File: src/rtl/txq_pkg.sv
package txq_pkg;
  localparam int unsigned TXQ_DEPTH_DEF  = 16;
  localparam int unsigned TXQ_DATA_W_DEF = 8;
  localparam int unsigned TXQ_HOLD_DEF   = 1;

  typedef enum logic {
    HOLD_IDLE = 1'b0,
    HOLD_RUN  = 1'b1
  } hold_state_e;
endpackage

File: src/rtl/txq_store.sv
module txq_store #(
  parameter int unsigned DATA_W = 8,
  parameter int unsigned DEPTH  = 16,
  localparam int unsigned PTR_W = $clog2(DEPTH),
  localparam int unsigned OCC_W = $clog2(DEPTH + 1)
) (
  input  logic              clk,
  input  logic              rst_n,
  input  logic              flush,
  input  logic              push,
  input  logic [DATA_W-1:0] push_data,
  input  logic              pop,
  output logic [DATA_W-1:0] head_data,
  output logic [OCC_W-1:0]  occ,
  output logic              full,
  output logic              empty
);
  logic [DATA_W-1:0] mem [DEPTH];
  logic [PTR_W-1:0]  wr_ptr, rd_ptr;

  function automatic logic [PTR_W-1:0] bump(input logic [PTR_W-1:0] p);
    return (p == PTR_W'(DEPTH - 1)) ? '0 : p + PTR_W'(1);
  endfunction

  always_ff @(posedge clk) begin
    if (push) mem[wr_ptr] <= push_data;
  end

  always_ff @(posedge clk or negedge rst_n) begin
    if (!rst_n) begin
      wr_ptr <= '0;
      rd_ptr <= '0;
      occ    <= '0;
    end else if (flush) begin
      wr_ptr <= '0;
      rd_ptr <= '0;
      occ    <= '0;
    end else begin
      if (push) wr_ptr <= bump(wr_ptr);
      if (pop)  rd_ptr <= bump(rd_ptr);
      case ({push, pop})
        2'b10:   occ <= occ + OCC_W'(1);
        2'b01:   occ <= occ - OCC_W'(1);
        default: occ <= occ;
      endcase
    end
  end

  assign head_data = mem[rd_ptr];
  assign full      = (occ == OCC_W'(DEPTH));
  assign empty     = (occ == '0);
endmodule

File: src/rtl/txq_holdoff.sv
module txq_holdoff
  import txq_pkg::*;
#(
  parameter int unsigned HOLD_TICKS = 1,
  localparam int unsigned TICK_W = $clog2(HOLD_TICKS + 1)
) (
  input  logic clk,
  input  logic rst_n,
  input  logic flush,
  input  logic start,
  input  logic pair_seen,
  input  logic char_tick,
  output logic hold_active
);
  hold_state_e       state;
  logic [TICK_W-1:0] left;

  always_ff @(posedge clk or negedge rst_n) begin
    if (!rst_n) begin
      state <= HOLD_IDLE;
      left  <= '0;
    end else if (flush) begin
      state <= HOLD_IDLE;
      left  <= '0;
    end else if (start) begin
      state <= HOLD_RUN;
      left  <= TICK_W'(HOLD_TICKS);
    end else if (state == HOLD_RUN) begin
      if (pair_seen) begin
        state <= HOLD_IDLE;
        left  <= '0;
      end else if (char_tick) begin
        if (left == TICK_W'(1)) state <= HOLD_IDLE;
        left <= left - TICK_W'(1);
      end
    end
  end

  assign hold_active = (state == HOLD_RUN);
endmodule

File: src/rtl/tx_holdoff_fifo.sv
module tx_holdoff_fifo
  import txq_pkg::*;
#(
  parameter int unsigned DATA_W     = TXQ_DATA_W_DEF,
  parameter int unsigned DEPTH      = TXQ_DEPTH_DEF,
  parameter int unsigned HOLD_TICKS = TXQ_HOLD_DEF,
  localparam int unsigned OCC_W = $clog2(DEPTH + 1)
) (
  input  logic              clk,
  input  logic              rst_n,
  input  logic              flush,
  input  logic [DATA_W-1:0] wr_data,
  input  logic              wr_valid,
  output logic              wr_ready,
  input  logic              ovf_clr,
  output logic              ovf_flag,
  output logic [DATA_W-1:0] sh_data,
  output logic              sh_valid,
  input  logic              sh_ready,
  input  logic              char_tick,
  input  logic              irq_en,
  output logic              irq_empty
);
  logic             full, empty, push, pop, hold_active, dropped;
  logic [OCC_W-1:0] occ;

  assign push    = wr_valid && !full && !flush;
  assign pop     = sh_ready && !empty && !flush;
  assign dropped = wr_valid && full;

  txq_store #(.DATA_W(DATA_W), .DEPTH(DEPTH)) u_store (
    .clk(clk), .rst_n(rst_n), .flush(flush),
    .push(push), .push_data(wr_data), .pop(pop),
    .head_data(sh_data), .occ(occ), .full(full), .empty(empty)
  );

  txq_holdoff #(.HOLD_TICKS(HOLD_TICKS)) u_hold (
    .clk(clk), .rst_n(rst_n), .flush(flush),
    .start(push && empty),
    .pair_seen(occ >= OCC_W'(2)),
    .char_tick(char_tick),
    .hold_active(hold_active)
  );

  always_ff @(posedge clk or negedge rst_n) begin
    if (!rst_n)       ovf_flag <= 1'b0;
    else if (dropped) ovf_flag <= 1'b1;
    else if (ovf_clr) ovf_flag <= 1'b0;
  end

  assign wr_ready  = !full;
  assign sh_valid  = !empty;
  assign irq_empty = irq_en && empty && !hold_active;
endmodule

File: config.mk
export PLATFORM = sky130hd
export DESIGN_NAME = tx_holdoff_fifo
export DESIGN_NICKNAME = d
export VERILOG_FILES = /design/src/rtl/txq_pkg.sv /design/src/rtl/txq_store.sv /design/src/rtl/txq_holdoff.sv /design/src/rtl/tx_holdoff_fifo.sv
export SDC_FILE = /design/constraint.sdc
export NUM_CORES = 1
export LEC_CHECK = 0
export ABC_CLOCK_PERIOD_IN_PS = 3390
export BUFFER_PORTS_ARGS = -buffer_cell sky130_fd_sc_hd__buf_4
export CAP_MARGIN = 15
export CORE_MARGIN = 5
export CORE_UTILIZATION = 60
export CTS_CLUSTER_DIAMETER = 200
export DETAILED_ROUTE_END_ITERATION = 10
export PLACE_DENSITY = 0.78
export SETUP_SLACK_MARGIN = 0.3
export SLEW_MARGIN = 10
export SYNTH_ARGS = -nofsm -noshare
export SYNTH_HDL_FRONTEND = slang
export SYNTH_SLANG_ARGS = --single-unit
export TNS_END_PERCENT = 100
File: constraint.sdc
create_clock -name clk -period 3.39 [get_ports clk]
set_input_delay 1.017 -clock clk [delete_from_list [all_inputs] [get_ports clk]]
set_output_delay 1.017 -clock clk [all_outputs]
set_load 0.02 [all_outputs]
# Yosys cells after proc, flatten, opt, wreduce, memory -nomap -nowiden
# Memory sizes are Yosys's and may differ from the RTL's.
# Cells that the tools add are included.
# op_classes
addsub	5
n_lt_le_gt_ge	1
n_eq_ne	5
mux	23
n_reduce_logical	20
# ops
cell	n
$mux W4	6
$mux W1	15
$pmux W5 S2	1
$add A4 B1 Y4 const B	2
$eq A4 B4 Y1 const B	2
$logic_and A1 B1 Y1	8
$reduce_bool A2 Y1	3
$reduce_bool A3 Y1	2
$add A5 B1 Y5 const B	1
$eq A5 B5 Y1 const B	1
$ge A5 B2 Y1 const B	1
$logic_not A5 Y1	1
$mux W5	1
$sub A5 B1 Y5 const B	1
$logic_not A1 Y1	4
$reduce_bool A4 Y1	1
$eq A2 B1 Y1 const B	1
$eq A2 B2 Y1 const B	1
$reduce_and A2 Y1	1
$sub A1 B1 Y1 const B	1
# totals
ff_bits	16
ramBits	128
output_inout_bits	12
elab_cells	61
mem_count	1
# mem_list
name	words	word_bits	rd	rd_ports_with_merged_regs	wr	line_no	source
u_store.mem	16	8	1	0	1	txq_store.sv:18	logic [DATA_W-1:0] mem [DEPTH];

# Logic depth before layout (Yosys ltp)
# logic_depth
depth_word	7
ltp_mapped	10
depth_no_buf	9

# Cells and area by module
# From an unflattened synthesis, not the netlist that was laid out.
# hier_totals
hier_cells	337
hier_area_um2	5965.7
# by_module_without_submodules
mod	n_inst	cells_each	area_per_inst_um2
txq_store	1	315	5790.6
txq_holdoff	1	10	93.8
tx_holdoff_fifo	1	12	81.3

# Worst setup path before layout
# OpenSTA, ideal clock, no wires.
# synth_path
path_type	input -> register
from	in flush
to	reg u_store.occ[4]
arrival_ps	3015
setup_slack_ps	297
path_stages	10
path_buffers	1
cell_sequence	buf_6 > or3b_4 > mux2i_2 > xor2_1 > ha_1 > or3_1 > a21oi_1 > mux2i_1 > mux2_1 > a21oi_1
# synth_via
elab_chain_len	5
word_cells_on_any_way	8
classes_between	eq/ne (2); mux (2); reduce/logical (4)
# synth_lines
element	line_no	source
from (decl)	tx_holdoff_fifo.sv:11	input logic flush,
$logic_not A1 Y1	tx_holdoff_fifo.sv:27, tx_holdoff_fifo.sv:28	
$logic_and A1 B1 Y1 (on tied branches)	tx_holdoff_fifo.sv:28, tx_holdoff_fifo.sv:27	
$eq A2 B1 Y1 / $eq A2 B2 Y1 (equally long branches)	txq_store.sv:41	case ({push, pop})
$pmux W5 S2	txq_store.sv:41	
$mux W5	txq_store.sv:34	end else if (flush) begin
to (signal assigned)	txq_store.sv:42	2'b10: occ <= occ + OCC_W'(1);
to (signal assigned)	txq_store.sv:43	2'b01: occ <= occ - OCC_W'(1);
to (decl)	txq_store.sv:14	output logic [OCC_W-1:0] occ,
# Several ways; a longest one is shown, not always the timed one.
# A chain may end at the register's enable or synchronous reset.

# Final worst setup path
# layout_path
from	reg u_store.rd_ptr[0]
to	out sh_data[2]
# layout_via
elab_chain_len	1
# layout_lines
element	line_no	source
from (decl)	txq_store.sv:19	logic [PTR_W-1:0] wr_ptr, rd_ptr;
from (signal assigned)	txq_store.sv:40	if (pop) rd_ptr <= bump(rd_ptr);
$mem_v2 Z16 W8	--	
to (decl)	tx_holdoff_fifo.sv:17	output logic [DATA_W-1:0] sh_data,
# No other way between the ends.

==> results.py <==
metrics = {
    "worst_setup_path": {
        "cp.required_ns": 2.37,
        "reg2regPathDepth": 10,
        "cp-end-kind": "output port",
        "critPathLaunchType": "register",
        "path_max_fanout": 6,
        "r2r_slack_ns": 0.65,
        "path_class": "reg2out",
        "cp_data_arrival_time_ns": 2.25,
    },
    "sta": {
        "finalMaxSlewViolations": 0,
        "fmax_ghz": 0.306,
        "setup_tns_ns": 0,
        "finalCritPeriodShare_pct": 96.4,
        "setup_slack_ns": 0.120,
        "slew_headroom_pct": 53.4,
        "fin_crit_ns": 3.27,
        "finalSetupViolations": 0,
        "tightest_slew_ns": 0.697,
        "clock_skew_ns": 0.00611,
        "hold_violations": 0,
        "holdWs_ns": 0.350,
        "rsz0062_at_grt": "true",
    },
    "routing": {
        "vias": 3612,
        "first_iter_violations": 390,
        "avgViaCountPerCell": 6.16,
        "dr.pass1.iters": 5,
        "wl_um": 13000,
        "drc_errors": 0,
        "wl_per_cell_um": 22.1,
        "ant_nets": 0,
    },
    "cts": {
        "root_buffer": "clkbuf_8",
        "cts_max_level": 4,
        "cts.sinks": 144,
        "clock_path_buffers": 2,
        "cts_buffers": 17,
        "clk_pin_slew_ns": 0.06,
        "postCtsHoldBufs": 0,
        "clk-insertion-delay-late_ns": 0.52,
        "cts_tree": "built",
    },
    "power_and_ir_drop": {
        "powerDensity_mw_per_mm2": 720,
        "p_leak_nw": 2.53,
        "vdd_drop_max_mv": 0.439,
    },
    "final_layout": {
        "post-route-util_pct": 74.4,
        "syn_to_final_growth_pct": 20.7,
        "diodes": 0,
        "finalNetCount": 463,
        "drive_gt1_share_pct": 30.2,
    },
    "synthesis": {
        "yosysSeqAreaShare_pct": 70.1,
        "postSynth.asyncResetShare_pct": 11.1,
        "syn_area_per_cell_sq_um": 15.8,
        "synthesis.area_sq_mm": 0.00605,
        "yosys_warnings": 0,
        "ys.flop_type": "edfxtp_1",
        "synth-edff-count": 128,
        "syn_nets": 406,
        "synth_seq_cells": 144,
        "synthCells": 383,
        "synth_cell_type_count": 46,
    },
    "floorplan": {
        "rows": 36,
        "start_util_pct": 61.6,
        "core_region_area_sq_mm": 0.00982,
        "fp.dieW_um": 110,
        "io_pins": 28,
        "die-area_sq_mm": 0.0122,
        "fp.dieH_um": 110,
    },
    "place": {
        "gp_congestion": 0.846,
        "io_buffers": 27,
        "dp_hpwl_um": 7700,
        "preCtsSetupSlack_ns": 0.155,
    },
    "min_path": {
        "min_path_type": "in2async",
    },
    "flow_run": {
        "maxCapViolations": 0,
    },
    "global_route": {
        "antenna_found_initial": 0,
        "track_usage_pct": 21.4,
        "grt-ovfl-total": 0,
        "grt_pass1_wl_um": 19800,
        "grt_max_degree": 20,
        "grt_pass1_vias": 3586,
    },
    "status": {
        "status": "complete, no violations",
    },
}
## sequential cells by signal (all words and copies together), names as in the netlist
signal / cells
u_store.mem: 128
u_store.occ: 5
u_store.rd_ptr: 4
u_store.wr_ptr: 4
ovf_flag: 1
u_hold.hold_active: 1
u_hold.left: 1
## through the flow
| step | instances | total power, mW | instance area [sq um] |
|---|---|---|---|
| after floorplan | 383 | 2.89 | 6060 |
| after global placement | 545 | 3.22 | 6510 |
| after detailed placement | 545 | 3.25 | 6510 |
| after CTS | 581 | 5.17 | 7180 |
| after global routing | 586 | 5.46 | 7310 |
| final | 586 | 5.26 | 7310 |
## layer usage
layer | up-vias | GRT usage (%) | part of all wire, %
met4 | 0 | 8.62 | 2.0
met3 | 26 | 4.38 | 5.8
met2 | 175 | 34.3 | 51
met5 | - | 0 | 0
li1 | 1614 | - | -
met1 | 1797 | 28.8 | 42
## synth_stat cells (all sizes together) (3+ instances only)
| library cell | n | area, sq um |
|---|---|---|
| nand2 | 27 | 101 |
| o21ai | 22 | 110 |
| mux2 | 9 | 101 |
| xor2 | 4 | 35.0 |
| nor2 | 25 | 93.8 |
| a221oi | 8 | 70.1 |
| dfrtp | 16 | 400 |
| inv | 5 | 18.8 |
| a21oi | 19 | 103 |
| a22oi | 9 | 67.6 |
| clkbuf | 10 | 37.5 |
| mux4 | 16 | 360 |
| nor3 | 8 | 40.0 |
| mux2i | 27 | 274 |
| nand3 | 8 | 40.0 |
| ha | 7 | 87.6 |
| buf | 10 | 58.8 |
| or4 | 3 | 26.3 |
| edfxtp | 128 | 3840 |
## placed cells by master, fill, tap and decap left out, drive strengths merged, types with 3 or more instances in the layout
cell type    n
a21oi       19
a221oi       8
a22oi        9
buf         57
clkbuf      18
clkinvlp     3
dfrtp       16
edfxtp     128
ha           7
inv         14
mux2         9
mux2i       27
mux4        16
nand2       27
nand3        8
nor2        25
nor3         8
o21ai       22
or4          3
xor2         4
## area by class of cell
class                      count  area (sq um)
multi-input combinational    214          1760
fill                         590          2510
clock inverter                15           174
sequential                   144          4250
clock buffer                  17           414
inverter                       5          18.8
tap                          133           166
timing repair buffer          58           524
## power by group
part	switching, mW	leakage, nW	internal [mW]
logic	0.666	0.885	0.668
registers	0.0888	1.36	2.00
clock network	0.768	0.282	1.07
total	1.52	2.53	3.74
## critical path, stage by stage, from the launching register on
cell and delay, ns:
dfrtp_2 0.45, buf_6 0.16, buf_16 0.13, mux4_2 0.50
a22oi_1 0.22, nand2_1 0.10, buf_4 0.17
## cell families (layout without fill, tap and decap cells)
family,Yosys count,count (layout),synth area share [%]
flip-flops,144,144,70.1
AND/OR/NAND/NOR,81,81,6.39
XOR/XNOR,5,5,0.724
adder cells (fa/ha/maj),7,7,1.45
multiplexers,52,52,12.2
buffers and inverters,25,95,1.90
AO/OA/AOI/OAI,69,69,7.26
## repair_timing
| action | in CTS | in global routing |
|---|---|---|
| gates resized for setup | 4 | 24 |
| buffers inserted | 3 | 4 |
| pin swaps | 1 | 5 |
| endpoints found under the setup margin | 10 | 9 |
| cloned | 1 | 1 |
## path summary, 6_finish.rpt
check	from	end
setup / recovery	u_store.rd_ptr[0]	sh_data[2]
hold / removal	rst_n	u_store.occ[3]
setup reg to reg	u_store.occ[0]	u_store.occ[4]
hold reg to reg	ovf_flag	ovf_flag
max in group asynchronous	rst_n	u_store.rd_ptr[0]
min in group clk	ovf_flag	ovf_flag
Power figures use the tool's default switching activity.
